<file path="config.mk">
export PLATFORM = sky130hd
export DESIGN_NAME = systolic_conv3
export DESIGN_NICKNAME = d
export VERILOG_FILES = /design/src/rtl/conv_pkg.sv /design/src/rtl/conv_cell.sv /design/src/rtl/conv_ctrl.sv /design/src/rtl/conv_datapath.sv /design/src/rtl/systolic_conv3.sv
export SDC_FILE = /design/constraint.sdc
export NUM_CORES = 1
export LEC_CHECK = 0
export BUFFER_PORTS_ARGS = -buffer_cell sky130_fd_sc_hd__buf_2
export CORE_UTILIZATION = 50
export CTS_CLUSTER_SIZE = 40
export DETAILED_ROUTE_END_ITERATION = 10
export PLACE_DENSITY = 0.66
export SYNTH_ARGS = -nofsm -noshare
export SYNTH_HDL_FRONTEND = slang
export SYNTH_SLANG_ARGS = --single-unit
</file>
<file path="constraint.sdc">
create_clock -name clk -period 7.8 [get_ports clk]
set_clock_uncertainty 0.2 [all_clocks]
set_input_delay 0.78 -clock clk [delete_from_list [all_inputs] [get_ports clk]]
set_output_delay 0.78 -clock clk [all_outputs]
set_load 0.005 [all_outputs]
</file>
<file path="src/rtl/conv_pkg.sv">
package conv_pkg;
  // Number of cells in the chain; the control/datapath strobe struct is sized by it.
  localparam int NUM_CELLS = 3;
  localparam int CELL_W    = $clog2(NUM_CELLS + 1);
  localparam int FILL_W    = $clog2(NUM_CELLS);

  // Strobes from the control to the datapath.
  typedef struct packed {
    logic                 shiftEn;  // accept inData into the window history
    logic                 mulEn;    // a window is complete: launch all products
    logic [NUM_CELLS-1:0] addEn;    // per-cell accumulate stage enable
  } ctrl_t;
endpackage

</file>
<file path="src/rtl/conv_cell.sv">
module conv_cell
  import conv_pkg::*;
#(
  parameter int DATA_W    = 8,
  parameter int ACC_W     = 20,
  parameter int NUM_BANKS = 4,
  parameter int SKEW      = 0,
  localparam int BANK_W   = $clog2(NUM_BANKS),
  localparam int PROD_W   = 2 * DATA_W
) (
  input  logic                     clk,
  input  logic                     rst,
  input  logic                     wrEn,
  input  logic [BANK_W-1:0]        wrBank,
  input  logic signed [DATA_W-1:0] wrData,
  input  logic                     mulEn,
  input  logic [BANK_W-1:0]        mulBank,
  input  logic signed [DATA_W-1:0] sample,
  input  logic                     addEn,
  input  logic signed [ACC_W-1:0]  sumIn,
  output logic signed [ACC_W-1:0]  sumOut
);
  // Weight storage is not reset: it survives a pipeline flush.
  logic signed [DATA_W-1:0] weights [NUM_BANKS];

  always_ff @(posedge clk) begin
    if (wrEn) weights[wrBank] <= wrData;
  end

  // Multiply stage.
  logic signed [PROD_W-1:0] prodReg;
  logic signed [PROD_W-1:0] prodAligned;

  always_ff @(posedge clk) begin
    if (rst)        prodReg <= '0;
    else if (mulEn) prodReg <= weights[mulBank] * sample;
  end

  // Skew the product so it meets the partial sum arriving from upstream cells.
  generate
    if (SKEW == 0) begin : g_noSkew
      assign prodAligned = prodReg;
    end else begin : g_skew
      logic signed [PROD_W-1:0] skewReg [SKEW];
      always_ff @(posedge clk) begin
        if (rst) begin
          for (int i = 0; i < SKEW; i++) skewReg[i] <= '0;
        end else begin
          skewReg[0] <= prodReg;
          for (int i = 1; i < SKEW; i++) skewReg[i] <= skewReg[i-1];
        end
      end
      assign prodAligned = skewReg[SKEW-1];
    end
  endgenerate

  // Accumulate stage.
  logic signed [ACC_W-1:0] prodExt;
  assign prodExt = {{(ACC_W-PROD_W){prodAligned[PROD_W-1]}}, prodAligned};

  always_ff @(posedge clk) begin
    if (rst)        sumOut <= '0;
    else if (addEn) sumOut <= sumIn + prodExt;
  end
endmodule

</file>
<file path="src/rtl/conv_ctrl.sv">
module conv_ctrl
  import conv_pkg::*;
(
  input  logic  clk,
  input  logic  rst,
  input  logic  inValid,
  output ctrl_t strobes,
  output logic  outValid
);
  localparam logic [FILL_W-1:0] FILL_FULL = FILL_W'(NUM_CELLS - 1);

  logic [FILL_W-1:0]  fillCnt;
  logic [NUM_CELLS:0] validPipe;
  logic               launch;

  // A sample completes a window once enough earlier samples have been accepted.
  assign launch = inValid && (fillCnt == FILL_FULL);

  always_ff @(posedge clk) begin
    if (rst) begin
      fillCnt   <= '0;
      validPipe <= '0;
    end else begin
      if (inValid && (fillCnt != FILL_FULL)) fillCnt <= fillCnt + 1'b1;
      validPipe <= {validPipe[NUM_CELLS-1:0], launch};
    end
  end

  always_comb begin
    strobes.shiftEn = inValid;
    strobes.mulEn   = launch;
    strobes.addEn   = validPipe[NUM_CELLS-1:0];
  end

  assign outValid = validPipe[NUM_CELLS];
endmodule

</file>
<file path="src/rtl/conv_datapath.sv">
module conv_datapath
  import conv_pkg::*;
#(
  parameter int DATA_W    = 8,
  parameter int ACC_W     = 20,
  parameter int NUM_BANKS = 4,
  localparam int BANK_W   = $clog2(NUM_BANKS),
  localparam int HIST_N   = NUM_CELLS - 1
) (
  input  logic                     clk,
  input  logic                     rst,
  input  ctrl_t                    strobes,
  input  logic signed [DATA_W-1:0] inData,
  input  logic [BANK_W-1:0]        inBank,
  input  logic                     wrEn,
  input  logic [CELL_W-1:0]        wrCell,
  input  logic [BANK_W-1:0]        wrBank,
  input  logic signed [DATA_W-1:0] wrData,
  output logic signed [ACC_W-1:0]  outData
);
  // hist[0] is the newest accepted sample, hist[HIST_N-1] the oldest kept.
  logic signed [DATA_W-1:0] hist [HIST_N];

  always_ff @(posedge clk) begin
    if (rst) begin
      for (int i = 0; i < HIST_N; i++) hist[i] <= '0;
    end else if (strobes.shiftEn) begin
      hist[0] <= inData;
      for (int i = 1; i < HIST_N; i++) hist[i] <= hist[i-1];
    end
  end

  logic signed [ACC_W-1:0] sumChain [NUM_CELLS+1];
  assign sumChain[0] = '0;

  generate
    for (genvar c = 0; c < NUM_CELLS; c++) begin : g_cell
      logic signed [DATA_W-1:0] cellSample;
      logic                     cellWr;

      // Cell c sees the sample c positions after the oldest one in the window.
      if (c == NUM_CELLS - 1) begin : g_live
        assign cellSample = inData;
      end else begin : g_hist
        assign cellSample = hist[NUM_CELLS-2-c];
      end

      assign cellWr = wrEn && (wrCell == CELL_W'(c));

      conv_cell #(
        .DATA_W   (DATA_W),
        .ACC_W    (ACC_W),
        .NUM_BANKS(NUM_BANKS),
        .SKEW     (c)
      ) cell_i (
        .clk    (clk),
        .rst    (rst),
        .wrEn   (cellWr),
        .wrBank (wrBank),
        .wrData (wrData),
        .mulEn  (strobes.mulEn),
        .mulBank(inBank),
        .sample (cellSample),
        .addEn  (strobes.addEn[c]),
        .sumIn  (sumChain[c]),
        .sumOut (sumChain[c+1])
      );
    end
  endgenerate

  assign outData = sumChain[NUM_CELLS];
endmodule

</file>
<file path="src/rtl/systolic_conv3.sv">
module systolic_conv3
  import conv_pkg::*;
#(
  parameter int DATA_W    = 8,
  parameter int ACC_W     = 20,
  parameter int NUM_BANKS = 4,
  localparam int BANK_W   = $clog2(NUM_BANKS)
) (
  input  logic                     clk,
  input  logic                     rst,
  input  logic                     inValid,
  input  logic signed [DATA_W-1:0] inData,
  input  logic [BANK_W-1:0]        inBank,
  input  logic                     wrEn,
  input  logic [CELL_W-1:0]        wrCell,
  input  logic [BANK_W-1:0]        wrBank,
  input  logic signed [DATA_W-1:0] wrData,
  output logic                     outValid,
  output logic signed [ACC_W-1:0]  outData
);
  ctrl_t strobes;

  conv_ctrl ctrl_i (
    .clk     (clk),
    .rst     (rst),
    .inValid (inValid),
    .strobes (strobes),
    .outValid(outValid)
  );

  conv_datapath #(
    .DATA_W   (DATA_W),
    .ACC_W    (ACC_W),
    .NUM_BANKS(NUM_BANKS)
  ) dp_i (
    .clk    (clk),
    .rst    (rst),
    .strobes(strobes),
    .inData (inData),
    .inBank (inBank),
    .wrEn   (wrEn),
    .wrCell (wrCell),
    .wrBank (wrBank),
    .wrData (wrData),
    .outData(outData)
  );
endmodule

</file>
* Word-level counts from Yosys, hierarchy flattened
Memories as Yosys holds them, arrays and structs flattened.
Cells that the tools add are included.
Widths: inputs -> output; s select.
** Word-level totals
- Bits in registers :: 110
- Output and inout port bits :: 21
- Logic and storage cells :: 53
- Memory bits (writable) :: 160
- Memories kept :: 6
** Memory list
- dp_i.g_cell[0].cell_i.weights :: words 4, width 8, rd ports 1, clocked after Yosys merged registers in 0, write ports 1, RTL line conv_cell.sv:24 : logic signed [DATA_W-1:0] weights [NUM_BANKS];
- dp_i.g_cell[1].cell_i.weights :: words 4, width 8, rd ports 1, clocked after Yosys merged registers in 0, write ports 1, RTL line conv_cell.sv:24
- dp_i.g_cell[2].cell_i.g_skew.skewReg :: words 2, width 16, rd ports 2, clocked after Yosys merged registers in 0, write ports 2, RTL line conv_cell.sv:44 : logic signed [PROD_W-1:0] skewReg [SKEW];
- dp_i.g_cell[2].cell_i.weights :: words 4, width 8, rd ports 1, clocked after Yosys merged registers in 0, write ports 1, RTL line conv_cell.sv:24
- dp_i.g_cell[1].cell_i.g_skew.skewReg :: words 1, width 16, rd ports 1, clocked after Yosys merged registers in 0, write ports 1, RTL line conv_cell.sv:44
- dp_i.hist :: words 2, width 8, rd ports 2, clocked after Yosys merged registers in 0, write ports 2, RTL line conv_datapath.sv:22 : logic signed [DATA_W-1:0] hist [HIST_N];
** Operators by class
- Eq/ne operators :: 4
- Multiplexer cells :: 18
- Bitwise logic cells :: 4
- Add/sub/neg operators :: 3
- Reduce and logical (&&, ||, !) cells :: 7
- $mul :: 3
** Operator list (count)
- $mul 8x8->16 :: 3
- $mux 16 :: 3
- $add 20x16->20 :: 1
- $add 16x16->17 :: 1
- $mux 8 :: 2
- $reduce_or 16->1 :: 1
- $mux 1 :: 13
- $logic_and 1x1->1 :: 5
- $eq 2x2->1 const B :: 2
- $or 1x1->1 :: 4
- $add 2x1->2 const B :: 1
- $eq 2x1->1 const B :: 1
- $logic_not 2->1 :: 1
- $ne 2x2->1 const B :: 1

* Depth between registers and ports, before layout
- Depth in word-level cells :: 4
- Mapped depth :: 20

* By module
Synthesis repeated with hierarchy kept, for this count alone.
** Second synthesis, totals
- Cell total of the unflattened synthesis :: 1918
- Area, all modules :: 19816.5 µm²
** Modules (own cells, without submodules)
- conv_cell (dp_i.g_cell[2].cell_i) :: area an instance 6673.9 µm², times used 1, cells each 646, seq. area each 2322.2 µm²
- conv_cell (dp_i.g_cell[1].cell_i) :: area an instance 6393.6 µm², times used 1, cells each 640, seq. area each 2001.9 µm²
- conv_cell (dp_i.g_cell[0].cell_i) :: area an instance 5819.3 µm², times used 1, cells each 571, seq. area each 1681.6 µm²
- conv_datapath :: area an instance 685.7 µm², times used 1, cells each 39, seq. area each 480.5 µm²
- conv_ctrl :: area an instance 244.0 µm², times used 1, cells each 22, seq. area each 120.1 µm²

* Worst setup path after synthesis
No wires, ideal clock.
- Path type :: input to register
- From :: input inBank[0]
- To :: register dp_i.g_cell[0].cell_i.prodReg[14]
- Library setup time :: 118 ps
- Data required time :: 7482 ps
- Arrival :: 5760 ps
- Path slack :: 1722 ps
- Buffers on the path :: 2
- Stages :: 20
- Path through :: buf_2 > buf_2 > mux4_2 > and2_1 > fa_1 > inv_1 > fa_1 > inv_1 > fa_1 > inv_1 > fa_1 > inv_1 > ha_1 > o21a_1 > o31ai_2 > or4b_1 > a31oi_1 > a21oi_1 > xnor2_1 > o21ai_1
** Between the ends
- Word-level cells in the longest chain between the ends :: 2
** Ends and longest elaborated chain
- start, declared :: RTL line systolic_conv3.sv:13 : input logic [BANK_W-1:0] inBank,
- $mem_v2 4x8
- $mul 8x8->16 :: RTL line conv_cell.sv:36 : else if (mulEn) prodReg <= weights[mulBank] * sample;
- end signal, assigned :: RTL line conv_cell.sv:36
- end, declared :: RTL line conv_cell.sv:31 : logic signed [PROD_W-1:0] prodReg;
Every way passes these cells.
A chain may end at the register's enable or synchronous reset.

* Final worst setup path
- From :: input inBank[0]
- To :: register dp_i.g_cell[1].cell_i.prodReg[15]
** Between the ends
- Word-level cells in the longest chain between the ends :: 2
** Ends and longest elaborated chain (RTL line)
- $mem_v2 4x8
- $mul 8x8->16 :: conv_cell.sv:36
- end signal, assigned :: conv_cell.sv:36
- end, declared :: conv_cell.sv:31
Every way passes these cells.

==> results.toml <==
[worst_setup_path]
critPathBufInv = 6
r2r_slack_ps = 2480
reg2reg_depth = 18
cp_slowest_cell = "mux4_2"
endpoint_kind = "flop"
max_stage_delay_ps = 610
worstPathRequired_ps = 8060
critPathTopFamily = "adder cells"
r2r_end = "dp_i.g_cell[0].cell_i.prodAligned[14]"
worstPathMaxFanout = 18
cp_data_arrival_time_ps = 6140
crit_type = "in -> reg"
cp_cell_sequence = "buf_2 > buf_4 > mux4_2 > and2_1 > fa_1 > inv_1 > fa_1 > inv_1 > fa_1 > inv_1 > fa_1 > inv_1 > ha_1 > nand2_1 > o21ai_0 > o2111ai_1 > a311o_1 > xnor2_1 > a2bb2oi_1"
start_kind = "input port"
crit-reg2reg-launch = "dp_i.g_cell[0].cell_i.weights[3][5]"

[min_path]
hold_path_end = "dp_i.g_cell[2].cell_i.sumOut[0]"
whs_path_depth = 2
min_path_type = "in -> reg"
hp-start = "rst"

[sta]
worst_pin_slew_ps = 1140
slew-limit-headroom = 0.236
fin_ws_ps = 1920
min_period_over_period = 0.754
fin_tns_setup_ps = 0
grt_setup_unrepaired = "false"
min_period_ps = 5880
finalHoldViolations = 0
clock.fmax_mhz = 170
slew_violations = 0
finalSetupViolCount = 0

[layout]
n_antenna_cell = 0
areaGrowthSynthToFinish_pct = 9.31
drive_gt1_frac = 0.0825
fillers = 3010
final_util = 0.559
nets = 1991

[logic_synthesis]
yosys.area.top_type = "edfxtp_1"
synth_fp_nets = 1943
syn_inst = 1629
synth_cell_types = 63
syn_avg_cell_area_um2 = 10.9
synthMostInstantiatedCell = "inv_1"
synth.yosys.seq_area_share = 0.364
synth_common_cells = "inv_1 (247), fa_1 (167), dfxtp_1 (155)"
ys_warn_count = 0
synth_top_area_frac = 0.189
async_flop_share = 0
netlist_area_um2 = 17800
ys.flop_type = "dfxtp_1"
synth_edf_count = 112
synthTopCellsByArea = "edfxtp_1 (19%), fa_1 (19%), dfxtp_1 (17%)"
synth-seq-cells = 267

[clocking]
post_cts_resized = 0
clk_pin_slew_ps = 70
cts_setup_buffers = 0
clk_latency_ps = 580
numCtsBuffers = 28
clock_path_buffers = 3
cts_tree = "yes"
clock_tree.root_cell = "clkbuf_16"
cts.sinks = 267
ctsHoldBuffers = 0
cts-htree-levels = 1

[route]
vias = 11100
drc = 0
ant_nets = 0
dr.pass1.iters = 5
drtIter0Drc = 504
avgViaCountPerCell = 5.14
wirelength_mm = 34.7
wl_per_cell_um = 16.1

[grt]
overflow = 0
grt_max_degree = 61
grt_pass1_vias = 11400
grt_usage = 0.201
antenna_found_initial = 0
grt_pass1_wl_mm = 58.3

[place]
port_buffers = 46
place_congestion = 0.825
dp_slack_ps = 1300
dpl.hpwl_mm = 27.3

[floorplan]
core-area_um2 = 34700
design.die.area_um2 = 36300
die_x_um = 190
start_util = 0.512
rows = 68
ios = 47
die_h_um = 190

[run]
drv_cap = 0

[pwr]
ir_drop_uv = 179
power_density_nw_per_um2 = 244
power.total_w = 0.00474
power.leakage_nw = 8.46

[outcome]
status = "finished, final reports clean"
per-layer routing:
metal | routed length (um) | vias to the layer above | global-route usage
met5 | 0 | - | 0
met4 | 958 | 0 | 0.0538
met3 | 1250 | 45 | 0.0263
met2 | 16400 | 176 | 0.343
met1 | 16100 | 5378 | 0.270
li1 | - | 5470 | -
cell families (layout without fill, tap and decap cells):
logic type	after synthesis	count (layout)	share of synthesized area
simple gates	457	457	0.138
flops	267	267	0.364
mux	59	59	0.0504
fa+ha+maj	288	288	0.273
xor+xnor	64	64	0.0316
compound gates	209	209	0.0824
buf+inv	285	353	0.0604
worst reg2reg max path: stages, from the launching register on:
cell and delay, ps:
edfxtp_1 350, mux4_2 560, and2_1 210, fa_1 540
inv_1 60, fa_1 530, inv_1 50, fa_1 490
inv_1 50, fa_1 470, inv_1 40, ha_1 320
o21a_1 210, o31ai_2 80, or4b_1 460, a31oi_1 260
a21oi_1 120, xnor2_1 160, o21ai_1 70
through the flow:
| step | instances | instance area [um2] | hold slack (ps) |
|---|---|---|---|
| 2_1_floorplan | 1629 | 17800 | 214 |
| 3_3_place_gp | 2102 | 18500 | 231 |
| 3_5_place_dp | 2102 | 18500 | 225 |
| 4_1_cts | 2152 | 19400 | 181 |
| 5_1_grt | 2152 | 19400 | 184 |
| 6_report | 2152 | 19400 | 206 |
power by group:
group	internal, W	total (W)	switching, W
registers	0.00151	0.00154	0.0000330
logic	0.000824	0.00189	0.00106
clock network	0.000738	0.00131	0.000571
total	0.00307	0.00474	0.00167
flip-flops by register name (all words and copies together) (netlist names):
| signal | flops |
|---|---|
| dp_i.g_cell.cell_i.g_skew.skewReg | 48 |
| dp_i.hist | 16 |
| dp_i.g_cell.cell_i.weights | 96 |
| dp_i.g_cell.cell_i.sumOut | 53 |
| ctrl_i.fillCnt | 2 |
| dp_i.g_cell.cell_i.prodAligned | 16 |
| ctrl_i.validPipe | 4 |
| dp_i.g_cell.cell_i.prodReg | 32 |
worst max path at each step:
stage	start	to	slack, ps	cells after the start
final	inBank[0]	dp_i.g_cell[1].cell_i.prodReg[15]	1920	19
after global routing	inBank[0]	dp_i.g_cell[1].cell_i.prodReg[15]	1640	19
after CTS	inBank[0]	dp_i.g_cell[1].cell_i.prodReg[15]	1930	19
after detailed placement	inBank[0]	dp_i.g_cell[1].cell_i.prodReg[15]	1300	19
after global placement	inBank[0]	dp_i.g_cell[1].cell_i.prodReg[15]	1420	19
after floorplan	inBank[0]	dp_i.g_cell[0].cell_i.prodAligned[14]	1720	20
final cells by class:
cell class	count	area, um2	area share
well taps	455	569	0.0293
repair buffers	55	300	0.0155
clock inverters	19	174	0.00896
multi-input cells	1077	10200	0.526
flip-flops and latches	267	6470	0.333
inverters	248	931	0.0480
clock buffers	31	753	0.0388
cells in the final DEF, fill, tap and decap left out, drive strengths merged, types with 4 or more instances in the layout:
cell,netlist,routed
a2bb2oi,18,18
nand3,6,6
dfxtp,155,155
nand3b,6,6
nor3,12,12
buf,12,55
a21o,23,23
edfxtp,112,112
mux4,24,24
mux2i,32,32
o21a,14,14
o21ai,29,29
nor2,80,80
nor3b,5,5
nand4,4,4
a211oi,10,10
clkinv,1,15
clkbuf,25,31
inv,247,249
o31ai,4,4
nand2b,15,15
o211ai,8,8
ha,121,121
o2111ai,4,4
or3,4,4
a31oi,14,14
xor2,16,16
xnor2,48,48
fa,167,167
nor2b,77,77
a21oi,51,51
nand2,92,92
o22a,10,10
and2,146,146
Note: power is estimated with default switching activity, not from simulation.
